$ cat config.mk
export PLATFORM = sky130hd
export DESIGN_NAME = netif_ctl_reg
export DESIGN_NICKNAME = d
export VERILOG_FILES = /design/src/rtl/netif_ctl_pkg.sv /design/src/rtl/netif_rst_sync.sv /design/src/rtl/netif_cmd_decode.sv /design/src/rtl/netif_ctl_state.sv /design/src/rtl/netif_err_sticky.sv /design/src/rtl/netif_ctl_reg.sv
export SDC_FILE = /design/constraint.sdc
export NUM_CORES = 1
export LEC_CHECK = 0
export ABC_CLOCK_PERIOD_IN_PS = 800
export BUFFER_PORTS_ARGS = -buffer_cell sky130_fd_sc_hd__buf_4
export CORE_UTILIZATION = 37
export DETAILED_ROUTE_END_ITERATION = 16
export PLACE_DENSITY = 0.76
export SLEW_MARGIN = 20
export SYNTH_ARGS = -nofsm -noshare
export SYNTH_HDL_FRONTEND = slang
export SYNTH_SLANG_ARGS = --single-unit
$ cat constraint.sdc
create_clock -name clk -period 0.8 [get_ports clk]
set_input_delay 0.08 -clock clk [delete_from_list [all_inputs] [get_ports clk]]
set_output_delay 0.08 -clock clk [all_outputs]
set_load 0.05 [all_outputs]
$ cat src/rtl/netif_ctl_pkg.sv
package netif_ctl_pkg;
  localparam int unsigned STA_W  = 8;
  localparam int unsigned WORD_W = 2 * STA_W;
  localparam int unsigned N_ERR  = 2;

  // write word bit positions (the layout is fixed by software)
  localparam int unsigned B_TX_QUAL = 15;
  localparam int unsigned B_TX_ON   = 14;
  localparam int unsigned B_TX_EOP  = 13;
  localparam int unsigned B_TX_ODD  = 12;
  localparam int unsigned B_RX_QUAL = 11;
  localparam int unsigned B_RX_ON   = 10;
  localparam int unsigned B_RX_SOPN = 9;
  localparam int unsigned B_TS_QUAL = 7;
  localparam int unsigned B_TS_LPBK = 6;
  localparam int unsigned B_TS_TRST = 5;
  localparam int unsigned B_TS_NWAK = 4;
  localparam int unsigned B_TS_BYP  = 1;
  localparam int unsigned B_TS_COLL = 0;

  typedef struct packed {
    logic tx_sel;
    logic tx_on;
    logic tx_eop;
    logic tx_odd;
    logic rx_sel;
    logic rx_on;
    logic rx_wait;
    logic ts_sel;
    logic ts_lpbk;
    logic ts_trst;
    logic ts_nwak;
    logic ts_byp;
    logic ts_coll;
  } cmd_t;

  typedef struct packed {
    logic tx_on;
    logic odd;
    logic rx_on;
    logic lpbk;
    logic trst;
    logic nwak;
    logic byp;
  } lvl_t;

  typedef struct packed {
    logic eop;
    logic rx_wait;
    logic coll;
  } pul_t;
endpackage

$ cat src/rtl/netif_rst_sync.sv
module netif_rst_sync #(
  parameter int unsigned STAGES = 2
) (
  input  logic clk,
  input  logic rst_n,
  output logic rst_n_sync
);
  logic [STAGES-1:0] sh_q;

  always_ff @(posedge clk or negedge rst_n) begin
    if (!rst_n) sh_q <= '0;
    else        sh_q <= {sh_q[STAGES-2:0], 1'b1};
  end

  assign rst_n_sync = sh_q[STAGES-1];
endmodule

$ cat src/rtl/netif_cmd_decode.sv
module netif_cmd_decode
  import netif_ctl_pkg::*;
(
  input  logic [WORD_W-1:0] word,
  output cmd_t              cmd
);
  logic unused_bits;
  assign unused_bits = ^word[3:2];

  always_comb begin
    cmd.tx_sel  = ~word[B_TX_QUAL];
    cmd.tx_on   =  word[B_TX_ON];
    cmd.tx_eop  =  word[B_TX_EOP];
    cmd.tx_odd  =  word[B_TX_ODD];
    cmd.rx_sel  = ~word[B_RX_QUAL];
    cmd.rx_on   =  word[B_RX_ON];
    cmd.rx_wait =  word[B_RX_ON] & ~word[B_RX_SOPN];
    cmd.ts_sel  = ~word[B_TS_QUAL];
    cmd.ts_lpbk =  word[B_TS_LPBK];
    cmd.ts_trst =  word[B_TS_TRST];
    cmd.ts_nwak =  word[B_TS_NWAK];
    cmd.ts_byp  =  word[B_TS_BYP];
    cmd.ts_coll =  word[B_TS_COLL];
  end
endmodule

$ cat src/rtl/netif_ctl_state.sv
module netif_ctl_state
  import netif_ctl_pkg::*;
(
  input  logic clk,
  input  logic rst_n,
  input  logic wr_en,
  input  cmd_t cmd,
  output lvl_t lvl,
  output pul_t pul,
  output logic tx_turn_on
);
  lvl_t lvl_q, lvl_d;
  pul_t pul_q, pul_d;
  logic force_off;

  assign force_off  = cmd.ts_sel & (cmd.ts_trst | cmd.ts_byp);
  assign tx_turn_on = wr_en & cmd.tx_sel & cmd.tx_on & ~lvl_q.tx_on;

  always_comb begin
    lvl_d = lvl_q;
    if (cmd.tx_sel) begin
      lvl_d.tx_on = cmd.tx_on;
      lvl_d.odd   = cmd.tx_odd;
    end
    if (cmd.rx_sel) lvl_d.rx_on = cmd.rx_on;
    if (cmd.ts_sel) begin
      lvl_d.lpbk = cmd.ts_lpbk;
      lvl_d.trst = cmd.ts_trst;
      lvl_d.nwak = cmd.ts_nwak;
      lvl_d.byp  = cmd.ts_byp;
    end
    if (force_off) begin
      lvl_d.tx_on = 1'b0;
      lvl_d.rx_on = 1'b0;
    end
  end

  always_comb begin
    pul_d.eop     = wr_en & cmd.tx_sel & cmd.tx_eop;
    pul_d.rx_wait = wr_en & cmd.rx_sel & cmd.rx_wait;
    pul_d.coll    = wr_en & cmd.ts_sel & cmd.ts_coll;
  end

  always_ff @(posedge clk or negedge rst_n) begin
    if (!rst_n) begin
      lvl_q <= '0;
      pul_q <= '0;
    end else begin
      if (wr_en) lvl_q <= lvl_d;
      pul_q <= pul_d;
    end
  end

  assign lvl = lvl_q;
  assign pul = pul_q;
endmodule

$ cat src/rtl/netif_err_sticky.sv
module netif_err_sticky #(
  parameter int unsigned N = 2
) (
  input  logic         clk,
  input  logic         rst_n,
  input  logic [N-1:0] set_evt,
  input  logic         clr,
  output logic [N-1:0] flag
);
  for (genvar i = 0; i < N; i++) begin : g_flag
    logic q, d;
    assign d = set_evt[i] | (q & ~clr);
    always_ff @(posedge clk or negedge rst_n) begin
      if (!rst_n) q <= 1'b0;
      else        q <= d;
    end
    assign flag[i] = q;
  end
endmodule

$ cat src/rtl/netif_ctl_reg.sv
module netif_ctl_reg
  import netif_ctl_pkg::*;
(
  input  logic              clk,
  input  logic              rst_n,
  input  logic              wr_en,
  input  logic [WORD_W-1:0] wr_data,
  input  logic [STA_W-1:0]  station_addr,
  input  logic              late_evt,
  input  logic              parity_evt,
  output logic [WORD_W-1:0] rd_data,
  output logic              tx_on,
  output logic              rx_on,
  output logic              odd_last,
  output logic              eop_pulse,
  output logic              rx_wait_pulse,
  output logic              loopback,
  output logic              tx_reset,
  output logic              wake_off,
  output logic              bypass,
  output logic              coll_pulse
);
  logic             rst_n_s;
  cmd_t             cmd;
  lvl_t             lvl;
  pul_t             pul;
  logic             turn_on;
  logic [N_ERR-1:0] err;

  netif_rst_sync #(.STAGES(2)) u_rst (
    .clk(clk), .rst_n(rst_n), .rst_n_sync(rst_n_s)
  );

  netif_cmd_decode u_dec (.word(wr_data), .cmd(cmd));

  netif_ctl_state u_state (
    .clk(clk), .rst_n(rst_n_s), .wr_en(wr_en), .cmd(cmd),
    .lvl(lvl), .pul(pul), .tx_turn_on(turn_on)
  );

  // err[1] = data late, err[0] = parity
  netif_err_sticky #(.N(N_ERR)) u_err (
    .clk(clk), .rst_n(rst_n_s), .set_evt({late_evt, parity_evt}),
    .clr(turn_on), .flag(err)
  );

  assign tx_on         = lvl.tx_on;
  assign rx_on         = lvl.rx_on;
  assign odd_last      = lvl.odd;
  assign loopback      = lvl.lpbk;
  assign tx_reset      = lvl.trst;
  assign wake_off      = lvl.nwak;
  assign bypass        = lvl.byp;
  assign eop_pulse     = pul.eop;
  assign rx_wait_pulse = pul.rx_wait;
  assign coll_pulse    = pul.coll;

  assign rd_data = {station_addr, lvl.rx_on, lvl.tx_on, lvl.lpbk, lvl.byp,
                    lvl.nwak, err[1], 1'b0, err[0]};
endmodule

==> results.toml, run 1 <==
[sta]
min_period_over_period_pct = 121.4
report.final.slew_viol_count = 0
setup_tns_ps = -2959
setup_viol = 25
setup_slack_ps = -171.5
fmax_mhz = 1029
clock-skew-final_ps = 8.699
rsz0062_at_grt = "true"
hold_violations = 0
fin_crit_ps = 971.5

[setup_path]
critPathTopFamily = "flip-flops"
start_kind = "flop"
cp_max_fo = 4
crit_path_max_incr_delay_ps = 450
cpMaxStageDelayCell = "dfrtp_2"
cp-end-kind = "output port"
crit_chain = "buf_6"
worstPathArrival_ps = 890
worst-path-buf-inv = 1
crit_required_ps = 720
path_class = "reg2out"

[routing]
wl_per_cell_um = 13.02
routed_wl_mm = 1.432
vias = 487
drtPass1Iterations = 4
via_per_inst = 4.427
drc = 0
ant_nets = 0
drt-initial-drc-count = 14

[placed_design]
dpl-instance-area_um2 = 860.8
pre_cts_slack_ps = -114.1
portBuffers = 34
hpwl_um = 927.1
place_congestion = 0.7533

[global_routing]
grt_max_degree = 13
groute.usage.overall_pct = 14.84
grt_pass1_wl_mm = 2.097
antenna_found_initial = 0
first_global_vias = 503
grt-ovfl-total = 0

[floorplanning]
core_area_um2 = 1594
die_h_um = 44.50
initial_core_util_pct = 41.92
die_w_um = 44.50
io_pins = 55
std_cell_rows = 14
fp.dieArea_um2 = 1980

[status]
violations = "negative setup slack"
status = "finished with violations"

[hold_path]
hold_path.class = "in2reg"

[synthesis]
syn_area_um2 = 668.1
synth_top_area_share_pct = 52.43
ys_ff_latch = 14
syn_avg_cell_area_um2 = 12.37
syn_nets = 83
ys_types = 18
yosysWarnings = 0
ys_seq_area_share_pct = 52.43
synthTopCellsByArea = "dfrtp_1 52%, buf_4 18%, mux2_4 9.0%"
yosysTopAreaCell = "dfrtp_1"
synth_cells = 54

[pwr]
peakVddDrop_v = 0.001585
powerDensity_nw_per_um2 = 2076
p_total_uw = 2182
power_leakage_uw = 0.0005042

[cells_and_area]
final_area_um2 = 1051
diodes = 0
nets = 116
drive_gt1_share_pct = 74.42
synthToLayoutAreaGrowth_pct = 57.30

[flow_run]
cap_viol_max_count = 0

[clock_network]
clk_latency_ps = 270
cts_tree = "yes"
cts_root_buf = "clkbuf_4"
clockBufferDepth = 2
cts_made_buffers = 3
clk_pin_slew_ps = 90
htreeDepth = 1
cts.sinks = 14
[registers in the layout, indices dropped and copies added (netlist names)]
signal,cells
u_err.g_flag.q,2
u_rst.sh_q,2
u_state.lvl,7
u_state.pul,3
[placed cells by master (no fill, tap or decap)]
cell type      synthesis  routed
a21o_1                 2       2
a21oi_2                0       1
a22oi_1                1       1
and2_1                 1       1
and2_2                 1       1
and2b_4                1       1
and3b_2                1       1
buf_4                 16      19
buf_6                  0      21
clkbuf_1               0       1
clkbuf_4               0       3
conb_1                 2       2
dfrtp_1               14       7
dfrtp_2                0       7
dlygate4sd3_1          0       4
inv_1                  2       1
inv_4                  0       1
mux2_2                 1       1
mux2_4                 4       4
nand3_2                1       1
nor2_1                 2       2
nor2b_1                1       1
nor2b_4                1       1
o22ai_2                0       2
[per-stage QoR]
step	std cells	hold slack (ps)	utilization, %
global route	110	17.85	65.93
floorplan	54	-215.6	-
detailed placement	98	-136.2	54.00
finish	110	30.31	65.93
CTS	110	15.71	63.11
global placement	98	-137.6	54.00
[final timing paths]
path | from | end | slack [ps] | depth (start not counted)
setup reg to reg | u_state.lvl[6] | u_err.g_flag[0].q | -160 | 4
min in group asynchronous | rst_n | u_rst.sh_q[1] | 110 | 2
setup / recovery | u_state.lvl[6] | rd_data[6] | -170 | 1
max in group asynchronous | u_rst.sh_q[1] | u_state.lvl[4] | 460 | 1
hold reg to reg | u_rst.sh_q[1] | u_state.lvl[6] | 160 | 1
hold / removal | wr_en | u_state.lvl[6] | 30 | 2
[where the power goes]
part	leakage, uW	switching (uW)	total [uW]	internal (uW)
Clock	0.0000150	215	408	193
Sequential	0.000159	70.9	856	785
Combinational	0.000330	511	919	407
Total	0.000504	797	2180	1380
[area by class of cell]
type / count / area (um^2)
Clock buffer: 4 / 26.28
Timing Repair Buffer: 44 / 419.2
Fill cell: 124 / 543.0
Tap cell: 24 / 30.03
Inverter: 2 / 10.01
Sequential cell: 14 / 359.1
Multi-Input combinational cell: 22 / 206.4
[cells by family (layout without fill, tap and decap cells)]
logic type / count (synthesis) / after routing / share of synthesized area (%)
compound gates: 6 / 6 / 5.991
other cells: 2 / 2 / 1.124
buf+inv: 18 / 50 / 19.10
flops: 14 / 14 / 52.44
mux: 5 / 5 / 10.67
simple gates: 9 / 9 / 10.68
[Yosys cell counts, drive strengths merged]
master	number
a21oi	1
a22oi	1
nor2b	2
conb	2
and2b	1
nand3	1
a21o	2
mux2	5
dfrtp	14
buf	16
o22ai	2
and2	2
and3b	1
nor2	2
inv	2
[what timing repair did]
item	CTS	global route
hold buffers	4	0
pin swaps	0	1
setup endpoints to repair	20	25
resized for setup	13	11
buffers inserted	4	0
hold endpoints to repair	5	0
[routing by layer]
| layer | GRT usage [%] | wire length (um) | up-vias |
|---|---|---|---|
| met2 | 29.41 | 843 | 21 |
| met3 | 4.490 | 105 | 4 |
| met4 | 5.455 | 6 | 0 |
| li1 | - | - | 220 |
| met5 | 0 | 0 | - |
| met1 | 13.91 | 476 | 242 |
Note: power is estimated with default switching activity, not from simulation.
==> inputs of run 2 (changes only) <==
- BUFFER_PORTS_ARGS: -buffer_cell sky130_fd_sc_hd__buf_4 -> -buffer_cell sky130_fd_sc_hd__buf_2
- CAP_MARGIN: unset -> 15
==> run 2 against run 1 <==
The flow still finishes with violations (negative setup slack). Clock-buffer cell count unchanged. Maximum frequency increased by 0.67%. Sequential cell count unchanged. Sequential share of layout area increased by 0.88 points. Clock power increased by 20%. Setup slack improved by 6.4 ps. Clock skew decreased by 5.9 ps. Register-to-register slack about the same. Routed wire length decreased by 7.4%.
==> results.toml, run 2 (synthesis results as in run 1) <==
[clock_network]
htreeDepth = 1
cts_root_buf = "clkbuf_4"
cts_tree = "yes"
clk_latency_ps = 270
clockBufferDepth = 2
cts.sinks = 14
cts_made_buffers = 3
clk_pin_slew_ps = 80

[setup_path]
cp_max_fo = 4
start_kind = "flop"
worst-path-buf-inv = 1
cpMaxStageDelayCell = "dfrtp_2"
crit_chain = "buf_6"
crit_path_max_incr_delay_ps = 450
crit_required_ps = 720
worstPathArrival_ps = 890
path_class = "reg2out"
cp-end-kind = "output port"
critPathTopFamily = "flip-flops"

[pwr]
power_leakage_uw = 0.0004991
powerDensity_nw_per_um2 = 2170
peakVddDrop_v = 0.001774

[routing]
wl_per_cell_um = 11.84
drc = 0
wl_met3_um = 113
met2_length_um = 713
via_per_inst = 4.223
drt-met1-wl_um = 482
top_layer_used = "met4"
vias = 473
drt-initial-drc-count = 2
routed_wl_mm = 1.326
drtPass1Iterations = 4
ant_nets = 0

[cells_and_area]
final_area_um2 = 1025
fillers = 112
largest_reg_flops = 7
seqCellArea_um2 = 359.1
fin_util_pct = 64.29
final_common_cell = "buf_6"
nets = 118
synthToLayoutAreaGrowth_pct = 53.37
final_cell_mix = "19 x buf_6, 17 x buf_2, 7 x dfrtp_1, 7 x dfrtp_2"
diodes = 0
multi_input_area_um2 = 205.2
drive_gt1_share_pct = 75.00

[sta]
report.final.slew_viol_count = 0
fmax_mhz = 1036
hold_violations = 0
clock-skew-final_ps = 2.780
setup_viol = 24
rsz0062_at_grt = "true"
setup_slack_ps = -165.0
min_period_over_period_pct = 120.6
fin_crit_ps = 965.0

[floorplanning]
die_h_um = 44.50
fp.dieArea_um2 = 1980
std_cell_rows = 14
io_pins = 55
initial_core_util_pct = 41.92
die_w_um = 44.50
core_area_um2 = 1594

[flow_run]
cap_viol_max_count = 0

[global_routing]
grt_pass1_wl_mm = 2.090
antenna_found_initial = 0
first_global_vias = 504
groute.usage.overall_pct = 15.23
grt_max_degree = 13
grt-ovfl-total = 0

[placed_design]
dpl-instance-area_um2 = 783.3
portBuffers = 34
place_congestion = 0.7183
hpwl_um = 886

[hold_path]
hold_path.class = "in2reg"

[status]
status = "finished with violations"
violations = "negative setup slack"
run 2: cell count changes in the layout (fill, tap and decap cells not counted), sizes merged:
cell and delta:
buf +1, dlygate4sd3 +1
run 2: path summary, 6_finish.rpt:
path | from | end | slack, ps | cells past startpoint
max in group asynchronous | u_rst.sh_q[1] | u_state.lvl[2] | 250 | 0
min reg2reg | u_rst.sh_q[1] | u_state.lvl[6] | 200 | 0
min | wr_data[13] | u_state.pul[2] | 20 | 2
max | u_state.lvl[6] | rd_data[6] | -170 | 1
max reg2reg | u_state.lvl[6] | u_state.lvl[6] | -150 | 3
min in group asynchronous | rst_n | u_rst.sh_q[0] | 110 | 2
run 2: per-layer routing:
layer | vias to the layer above | global-route usage, %
met2 | 24 | 26.76
met4 | 0 | 6.061
met3 | 6 | 7.755
met1 | 219 | 15.13
met5 | - | 0
li1 | 224 | -
run 2: layout make-up:
cell class                 count  area share [%]
clock buffer                   4           3.541
inverter                       2          0.7326
multi-input combinational     22           20.02
sequential                    14           35.04
tap                           24           2.930
timing repair buffer          46           37.73
run 2: metrics by stage:
stage / setup TNS (ps) / cells / hold WS (ps) / setup slack, ps / total power, uW
after global placement: -427.0 / 99 / -134.6 / -91.45 / 1510
after detailed placement: -544.8 / 99 / -134.7 / -117.5 / 1521
after CTS: -2764 / 108 / 0.8542 / -181.3 / 2192
after global routing: -3630 / 112 / 8.144 / -217.1 / 2340
final: -2658 / 112 / 22.43 / -165.0 / 2223
after floorplan: -1045 / 54 / -215.6 / -121.9 / 1536
run 2: what timing repair did:
| item | 4_1_cts | 5_1_grt |
|---|---|---|
| gates cloned | 0 | 0 |
| hold buffers | 4 | 1 |
| hold endpoints to repair | 5 | 1 |
| pin swaps | 0 | 1 |
| resized for setup | 33 | 5 |
| setup endpoints to repair | 21 | 24 |
| setup buffers | 1 | 3 |
run 2: report_power, final:
part           switching [uW]  internal (uW)  leakage [uW]
combinational             497            373      0.000319
clock                     215            277     0.0000210
sequential               77.8            785      0.000159
